$ cat src/rtl/ts_pkg.sv
package ts_pkg;

    localparam int TS_ADDR_W = 8;

    typedef enum logic [1:0] {
        SEL_NONE  = 2'd0,
        SEL_LO    = 2'd1,
        SEL_HI    = 2'd2,
        SEL_OTHER = 2'd3
    } ts_sel_e;

    typedef struct packed {
        logic    rd;
        logic    wr;
        ts_sel_e sel;
    } ts_access_t;

    function automatic ts_access_t ts_decode(
        input logic                 req,
        input logic                 we,
        input logic [TS_ADDR_W-1:0] addr,
        input logic [TS_ADDR_W-1:0] lo_ofs,
        input logic [TS_ADDR_W-1:0] hi_ofs
    );
        ts_access_t acc;
        acc.rd  = req & ~we;
        acc.wr  = req & we;
        if (!req)
            acc.sel = SEL_NONE;
        else if (addr == lo_ofs)
            acc.sel = SEL_LO;
        else if (addr == hi_ofs)
            acc.sel = SEL_HI;
        else
            acc.sel = SEL_OTHER;
        return acc;
    endfunction

endpackage

$ cat src/rtl/ts_bus_decode.sv
module ts_bus_decode
    import ts_pkg::*;
#(
    parameter logic [TS_ADDR_W-1:0] LO_OFS = 8'h60,
    parameter logic [TS_ADDR_W-1:0] HI_OFS = 8'h64
) (
    input  logic                 req,
    input  logic                 we,
    input  logic [TS_ADDR_W-1:0] addr,
    output ts_access_t           acc
);
    always_comb begin
        acc = ts_decode(req, we, addr, LO_OFS, HI_OFS);
    end
endmodule

$ cat src/rtl/ts_run_ctrl.sv
module ts_run_ctrl
    import ts_pkg::*;
#(
    parameter int BUS_W      = 32,
    parameter int ENABLE_BIT = 8
) (
    input  logic             clk,
    input  logic             rst,
    input  ts_access_t       acc,
    input  logic [BUS_W-1:0] wdata,
    output logic             run_en
);
    logic wr_hi;

    always_comb begin
        wr_hi = acc.wr && (acc.sel == SEL_HI);
    end

    always_ff @(posedge clk) begin
        if (rst)
            run_en <= 1'b0;
        else if (wr_hi)
            run_en <= wdata[ENABLE_BIT];
    end
endmodule

$ cat src/rtl/ts_counter.sv
module ts_counter #(
    parameter int CNT_W = 40
) (
    input  logic             clk,
    input  logic             rst,
    input  logic             run_en,
    input  logic             tick_en,
    output logic [CNT_W-1:0] cnt
);
    localparam logic [CNT_W-1:0] ONE = {{(CNT_W-1){1'b0}}, 1'b1};

    always_ff @(posedge clk) begin
        if (rst)
            cnt <= '0;
        else if (run_en && tick_en)
            cnt <= cnt + ONE;
    end
endmodule

$ cat src/rtl/ts_snapshot.sv
module ts_snapshot
    import ts_pkg::*;
#(
    parameter int CNT_W      = 40,
    parameter int BUS_W      = 32,
    parameter int ENABLE_BIT = 8
) (
    input  logic             clk,
    input  logic             rst,
    input  ts_access_t       acc,
    input  logic [CNT_W-1:0] cnt,
    input  logic             run_en,
    output logic [CNT_W-BUS_W-1:0] hold,
    output logic [BUS_W-1:0] rdata,
    output logic             rd_valid
);
    localparam int HI_W = CNT_W - BUS_W;

    logic             rd_lo;
    logic [BUS_W-1:0] hi_word;
    logic [BUS_W-1:0] rd_next;

    always_comb begin
        rd_lo   = acc.rd && (acc.sel == SEL_LO);
        hi_word = '0;
        hi_word[HI_W-1:0]   = hold;
        hi_word[ENABLE_BIT] = run_en;
        case (acc.sel)
            SEL_LO:  rd_next = cnt[BUS_W-1:0];
            SEL_HI:  rd_next = hi_word;
            default: rd_next = '0;
        endcase
    end

    always_ff @(posedge clk) begin
        if (rst) begin
            hold     <= '0;
            rdata    <= '0;
            rd_valid <= 1'b0;
        end else begin
            if (rd_lo)
                hold <= cnt[CNT_W-1:BUS_W];
            rd_valid <= acc.rd;
            if (acc.rd)
                rdata <= rd_next;
        end
    end
endmodule

$ cat src/rtl/ts_stamp_counter.sv
module ts_stamp_counter
    import ts_pkg::*;
#(
    parameter int                   CNT_W      = 40,
    parameter int                   BUS_W      = 32,
    parameter int                   ENABLE_BIT = 8,
    parameter logic [TS_ADDR_W-1:0] LO_OFS     = 8'h60,
    parameter logic [TS_ADDR_W-1:0] HI_OFS     = 8'h64
) (
    input  logic                 clk,
    input  logic                 rst,
    input  logic                 tick_en,
    input  logic                 req,
    input  logic                 we,
    input  logic [TS_ADDR_W-1:0] addr,
    input  logic [BUS_W-1:0]     wdata,
    output logic [BUS_W-1:0]     rdata,
    output logic                 rd_valid
);
    localparam int HI_W = CNT_W - BUS_W;

    ts_access_t       acc;
    logic             run_en;
    logic [CNT_W-1:0] cnt;
    logic [HI_W-1:0]  hold;

    ts_bus_decode #(.LO_OFS(LO_OFS), .HI_OFS(HI_OFS)) u_dec (
        .req  (req),
        .we   (we),
        .addr (addr),
        .acc  (acc)
    );

    ts_run_ctrl #(.BUS_W(BUS_W), .ENABLE_BIT(ENABLE_BIT)) u_ctl (
        .clk    (clk),
        .rst    (rst),
        .acc    (acc),
        .wdata  (wdata),
        .run_en (run_en)
    );

    ts_counter #(.CNT_W(CNT_W)) u_cnt (
        .clk     (clk),
        .rst     (rst),
        .run_en  (run_en),
        .tick_en (tick_en),
        .cnt     (cnt)
    );

    ts_snapshot #(.CNT_W(CNT_W), .BUS_W(BUS_W), .ENABLE_BIT(ENABLE_BIT)) u_snap (
        .clk      (clk),
        .rst      (rst),
        .acc      (acc),
        .cnt      (cnt),
        .run_en   (run_en),
        .hold     (hold),
        .rdata    (rdata),
        .rd_valid (rd_valid)
    );
endmodule

$ cat config.mk
export PLATFORM = sky130hd
export DESIGN_NAME = ts_stamp_counter
export DESIGN_NICKNAME = d
export VERILOG_FILES = /design/src/rtl/ts_pkg.sv /design/src/rtl/ts_bus_decode.sv /design/src/rtl/ts_run_ctrl.sv /design/src/rtl/ts_counter.sv /design/src/rtl/ts_snapshot.sv /design/src/rtl/ts_stamp_counter.sv
export SDC_FILE = /design/constraint.sdc
export NUM_CORES = 1
export LEC_CHECK = 0
export BUFFER_PORTS_ARGS = -buffer_cell sky130_fd_sc_hd__buf_2
export CAP_MARGIN = 20
export CORE_AREA = 2 2 113 115
export DETAILED_ROUTE_END_ITERATION = 7
export DIE_AREA = 0 0 115 117
export PLACE_DENSITY = 0.46
export SLEW_MARGIN = 5
export SYNTH_ARGS = -nofsm -noshare
export SYNTH_HDL_FRONTEND = slang
export SYNTH_SLANG_ARGS = --single-unit
$ cat constraint.sdc
create_clock -name clk -period 2.3 [get_ports clk]
set_clock_uncertainty 0.05 [all_clocks]
set_input_delay 0.23 -clock clk [delete_from_list [all_inputs] [get_ports clk]]
set_output_delay 0.23 -clock clk [all_outputs]
set_load 0.01 [all_outputs]
==> results.md, run 1 <==
- Placed cell area: 0.00402 mm2
- #FFs+latches synth: just over 80
- Core area: between 0.01 and 0.015 mm2
- Outcome: finished, final reports clean
- CTS Buf Count: 9
- Final #Nets: 488
- Crit Path Max Fanout: 13
- Post-synth top area share: 0.470
- RSZ-0062 raised after global routing: no
- Crit. End Element: flop
- Initial core utilization: 0.284
- Worst path cell trace: ha_1, nand4_1, or4_4, or4_1, a21oi_1
- Slew Viols, Final: 0
- WP buf/inv: 0
- Row count: 41
- Max Cap Viol: 0
- Final hold violations: 0
- Vias in the first global route: 2872
- Power density cells: 696 mW/mm2
- DP Wirelength: about 6.1 mm
- H-tree depth: 3
- Die W: between 100 and 150 um
- Worst setup SP type: flop
- Cell taking the most area after synthesis: dfxtp_1
- Post-cts repair resize count: 0
- Setup violators final: 0
- Most common cell in the netlist: dfxtp_1
- DR vias: about 3.1k
- Syn nets: 436
- Later-pin clock latency in the skew report: 0.34 ns
- Ys flop type: dfxtp_1
- Seq/Total Area, Yosys: 0.470
- Worst-margin pin slew: 0.816 ns
- CP required: around 2.5 ns
- Peak VDD IR: about 0.28 mV
- Yosys warnings: 0
- Top post-synthesis cells by count: dfxtp_1, nor2_1, a21oi_1
- HP Class: in -> reg
- DRC: 0
- First-pass GRT wire length: 14.5 mm
- Synthesized instance count: 390
- Layout cells sized above 1: 0.213
- Worst reg-to-reg setup slack: 0.15 ns
- Synthesized area per cell: 8.96 um2
- Cell family with most CP delay: simple AND/OR/NAND/NOR gates
- Design Area, Final: 0.00432 mm2
- P&R area growth vs syn: 23.7%
- Die Ht: 117 um
- Synth top area cells: dfxtp_1, nor2_1, a22oi_1
- Final ANT Viol Nets: 0
- Worst path arrival time: 2.37 ns
- Post-synth EDFFs: 0
- Post-synth ARST share: 0
- Global route overflow: 0
- CTS root buffer: clkbuf_16
- Hold Buf Count CTS: 0
- Diode count: 0
- 1st-pass router iterations: 4
- Clock transition at path regs: 0.06 ns
- Largest net degree at the start of global routing: 34
- Port Buffers: 46
- Period utilization: 0.933
- Routability cong.: 0.745
- Antenna violations before repair: 0
- WL final: 8.77 mm
- Kind of critical path: reg -> reg
- Fmax: 466 MHz
- Tot GR Track Use: 0.138
- Setup TNS: 0 ns
- Worst rel slew slack: 0.454
- Leakage: 0.00159 uW
- Post-synth cell types: 37
- TritonCTS Sinks: 82
- Clk buf depth: 2
- Setup bufs post-CTS: 0
- Via-to-Cell Ratio: 5.15
- Min Tclk post-route: 2.15 ns
- Die ar.: around 0.013 mm2
- Starting DRC count in detailed routing: 147
- Routed wire length per instance: 14.7 um
- CP max-delay cell: or4_4
- Worst stage delay on the critical path: 0.62 ns
- Synth Cell Area: 0.00349 mm2
- CTS tree: yes
- Io pins: between 70 and 80
## path summary, 6_finish.rpt
kind | from | endpoint | cells after the start
worst min-delay path | wdata[8] | u_ctl.run_en | 3
worst min register to register | u_snap.rdata[11] | u_snap.rdata[11] | 2
worst max register to register | u_cnt.cnt[0] | u_cnt.cnt[32] | 5
worst max-delay path | u_cnt.cnt[0] | u_cnt.cnt[32] | 5
## cells in the final DEF, fill, tap and decap left out, types with 8 or more instances in the layout
master	n
a221oi_1	9
xor2_1	10
nand3_1	14
o21ai_0	8
a21oi_1	25
o31ai_1	15
mux2i_1	8
nor2_1	57
dfxtp_1	82
nand4_1	16
a22oi_1	23
buf_4	19
clkbuf_16	9
nand2_1	16
nor3_1	9
or4_1	16
buf_2	46
## stage by stage
| stage | hold slack [ns] | worst slack [ns] | power, uW | utilization | std cells |
|---|---|---|---|---|---|
| 3_5_place_dp | 0.431 | 0.168 | 1570 | 0.326 | 581 |
| 5_1_grt | 0.101 | 0.0209 | 3120 | 0.351 | 596 |
| 4_1_cts | 0.0866 | 0.135 | 3050 | 0.351 | 596 |
| 2_1_floorplan | 0.328 | 0.228 | 1520 | - | 390 |
| 6_report | 0.0955 | 0.153 | 3010 | 0.351 | 596 |
| 3_3_place_gp | 0.429 | 0.166 | 1570 | 0.326 | 581 |
## power breakdown
group	internal, uW	switching [uW]
sequential	1430	4.04
clock	922	549
combinational	36.8	65.8
## kinds of logic (layout without fill, tap and decap cells)
group                      after synthesis  in the layout  share of synthesized area
AOI/OAI and AO/OA                       81             81                      0.154
xor gates and xnor gates                11             11                     0.0276
adders and majority gates                1              1                    0.00358
buffers and inverters                   32             88                     0.0408
DFF                                     82             82                      0.470
muxes                                   13             13                     0.0390
and+or+nand+nor                        170            170                      0.265
## tightest hold or removal path, delay by kind of cell
family	cells	cell delay (ns)
simple gates	1	0.05
compound gates	1	0.06
buf+inv	1	0.10
## layout make-up
| class | count | area (um2) |
|---|---|---|
| sequential | 82 | 1640 |
| inverter | 4 | 15.0 |
| multi-input combinational | 276 | 1720 |
| fill | 1268 | 7990 |
| tap | 150 | 188 |
| clock buffer | 13 | 270 |
| timing repair buffer | 69 | 453 |
| clock inverter | 2 | 35.0 |
## layer usage
layer / GRT usage / routed length [um] / up-vias / share of wire
met4: 0.0747 / 216 / 0 / 0.025
met1: 0.187 / 4360 / 1437 / 0.50
li1: - / - / 1560 / -
met5: 0 / 0 / - / 0
met3: 0.0201 / 335 / 13 / 0.038
met2: 0.213 / 3850 / 57 / 0.44
## state kept, by name (all words and copies together) (netlist names)
name	cells
u_snap.hold	8
u_cnt.cnt	40
u_snap.rd_valid	1
u_snap.rdata	32
u_ctl.run_en	1
(Power assumes the default switching activity.)
==> run 2: changes to the inputs <==
--- a/config.mk
+++ b/config.mk
@@ -10,6 +10,7 @@
 export CORE_AREA = 2 2 113 115
 export DETAILED_ROUTE_END_ITERATION = 7
 export DIE_AREA = 0 0 115 117
+export MAX_ROUTING_LAYER = met4
 export PLACE_DENSITY = 0.46
 export SLEW_MARGIN = 5
 export SYNTH_ARGS = -nofsm -noshare
==> run 2 against run 1 <==
Compared with the run above: cell count unchanged; register-to-register slack about the same; sequential power hardly changed; combinational power about the same; sequential share of layout area unchanged; count of clock-buffer cells in the layout is the same; global-route usage grew 0.44 points; critical endpoint unchanged; highest routed layer unchanged.
==> results.md, run 2 (synthesis results as in run 1) <==
- Outcome: finished, final reports clean
- Peak VDD IR: 0.279 mV (-0.59%)
- Most frequent cells in the layout: dfxtp_1, nor2_1, buf_2
- Design Area, Final: 0.00432 mm2 (unchanged)
- Final hold violations: 0 (unchanged)
- CP required: 2.52 ns (about the same)
- Io pins: 78 (unchanged)
- Crit. End Element: flop
- Leakage: 0.00159 uW (unchanged)
- Die Ht: 117 um (unchanged)
- Setup bufs post-CTS: 0 (unchanged)
- Commonest non-fill, non-tap cell in the layout: dfxtp_1
- Min Tclk post-route: 2.15 ns (-0.000954 ns)
- HP Class: in -> reg
- Worst setup SP type: flop
- Design Power: 3000 uW (-0.17%)
- Diode count: 0 (unchanged)
- CTS root buffer: clkbuf_16
- Worst Reg-to-Reg Cells: 5 (unchanged)
- Placed cell area: 0.00402 mm2 (unchanged)
- Max Cap Viol: 0 (unchanged)
- TritonCTS Sinks: 82 (unchanged)
- Hold Buf Count CTS: 0 (unchanged)
- Period utilization: 0.933 (about the same)
- Worst rel slew slack: 0.461 (+0.00621)
- WL final: 8.78 mm (+0.10%)
- Clock transition at path regs: 0.06 ns (about the same)
- Routability cong.: 0.754 (+1.3%)
- Fin Hold WS: 0.0967 ns (+0.00115 ns)
- Worst-margin pin slew: 0.807 ns (-0.00929 ns)
- Setup TNS: 0 ns (unchanged)
- Largest net degree at the start of global routing: 34 (unchanged)
- H-tree depth: 3 (unchanged)
- Power density cells: 695 mW/mm2 (-0.17%)
- Routed wire length per instance: 14.7 um (+0.10%)
- Setup violators final: 0 (unchanged)
- Tot GR Track Use: 0.142 (+0.00442)
- Final #Nets: 488 (unchanged)
- 1st-pass router iterations: 4 (unchanged)
- Die ar.: 0.0135 mm2 (unchanged)
- Fmax: 466 MHz (about the same)
- CTS Buf Count: 9 (unchanged)
- First-pass GRT wire length: 14.6 mm (+0.19%)
- Global route overflow: 0 (unchanged)
- Final ANT Viol Nets: 0 (unchanged)
- DRC: 0 (unchanged)
- Largest regs: u_cnt.cnt (40), u_snap.rdata (32), u_snap.hold (8)
- DR vias: 3067 (unchanged)
- Initial core utilization: 0.284 (unchanged)
- Vias in the first global route: 2867 (-0.17%)
- P&R area growth vs syn: 23.7% (unchanged)
- Port Buffers: 46 (unchanged)
- Worst Hold Depth: 3 (unchanged)
- Antenna violations before repair: 0 (unchanged)
- Later-pin clock latency in the skew report: 0.34 ns (about the same)
- Starting DRC count in detailed routing: 140 (-4.8%)
- Via-to-Cell Ratio: 5.15 (unchanged)
- Kind of critical path: reg -> reg
- Die W: 115 um (unchanged)
- Slew Viols, Final: 0 (unchanged)
- Crit Path Max Fanout: 13 (unchanged)
- Clk buf depth: 2 (unchanged)
- Layout cells sized above 1: 0.213 (unchanged)
- DP Wirelength: 6.15 mm (unchanged)
- Worst path arrival time: 2.36 ns (about the same)
- Core area: 0.0123 mm2 (unchanged)
- CTS tree: yes
- Largest Register: u_cnt.cnt
- Post-cts repair resize count: 0 (unchanged)
- Max reg flops: 40 (unchanged)
- Row count: 41 (unchanged)
- RSZ-0062 raised after global routing: no
-- run 2: where the power goes --
group          switching (uW)  leakage (uW)  internal, uW  total [uW]
combinational            66.0      0.000773          36.8         103
clock                     544      0.000152           922        1470
sequential               4.08      0.000662          1430        1430
-- run 2: path summary, 6_finish.rpt --
kind | start | end | slack, ns
worst max-delay path | u_cnt.cnt[0] | u_cnt.cnt[32] | 0.15
worst min-delay path | wdata[8] | u_ctl.run_en | 0.1
worst max register to register | u_cnt.cnt[0] | u_cnt.cnt[32] | 0.15
worst min register to register | u_snap.rdata[11] | u_snap.rdata[11] | 0.44
-- run 2: final cells by class --
| type | instances | area [um2] |
|---|---|---|
| Clock buffer | 13 | 270 |
| Clock inverter | 2 | 35.0 |
| Fill cell | 1268 | 7990 |
| Inverter | 4 | 15.0 |
| Multi-Input combinational cell | 276 | 1720 |
| Sequential cell | 82 | 1640 |
| Tap cell | 150 | 188 |
| Timing Repair Buffer | 69 | 453 |
-- run 2: worst max-delay path, cell delays in order (launching register included) --
cell	delay (ns)
dfxtp_1	0.40
ha_1	0.22
nand4_1	0.15
or4_4	0.61
or4_1	0.49
a21oi_1	0.15
-- run 2: metal layers --
layer | share of wire | track usage
met2 | 0.44 | 0.212
met1 | 0.50 | 0.188
met3 | 0.037 | 0.0278
met5 | 0 | -
met4 | 0.020 | 0.0627
-- run 2: metrics by stage --
stage          cells  utilization  setup slack [ns]
2_1_floorplan    390            -             0.228
3_3_place_gp     581        0.326             0.166
3_5_place_dp     581        0.326             0.168
6_report         596        0.351             0.154
4_1_cts          596        0.351             0.135
5_1_grt          596        0.351            0.0210
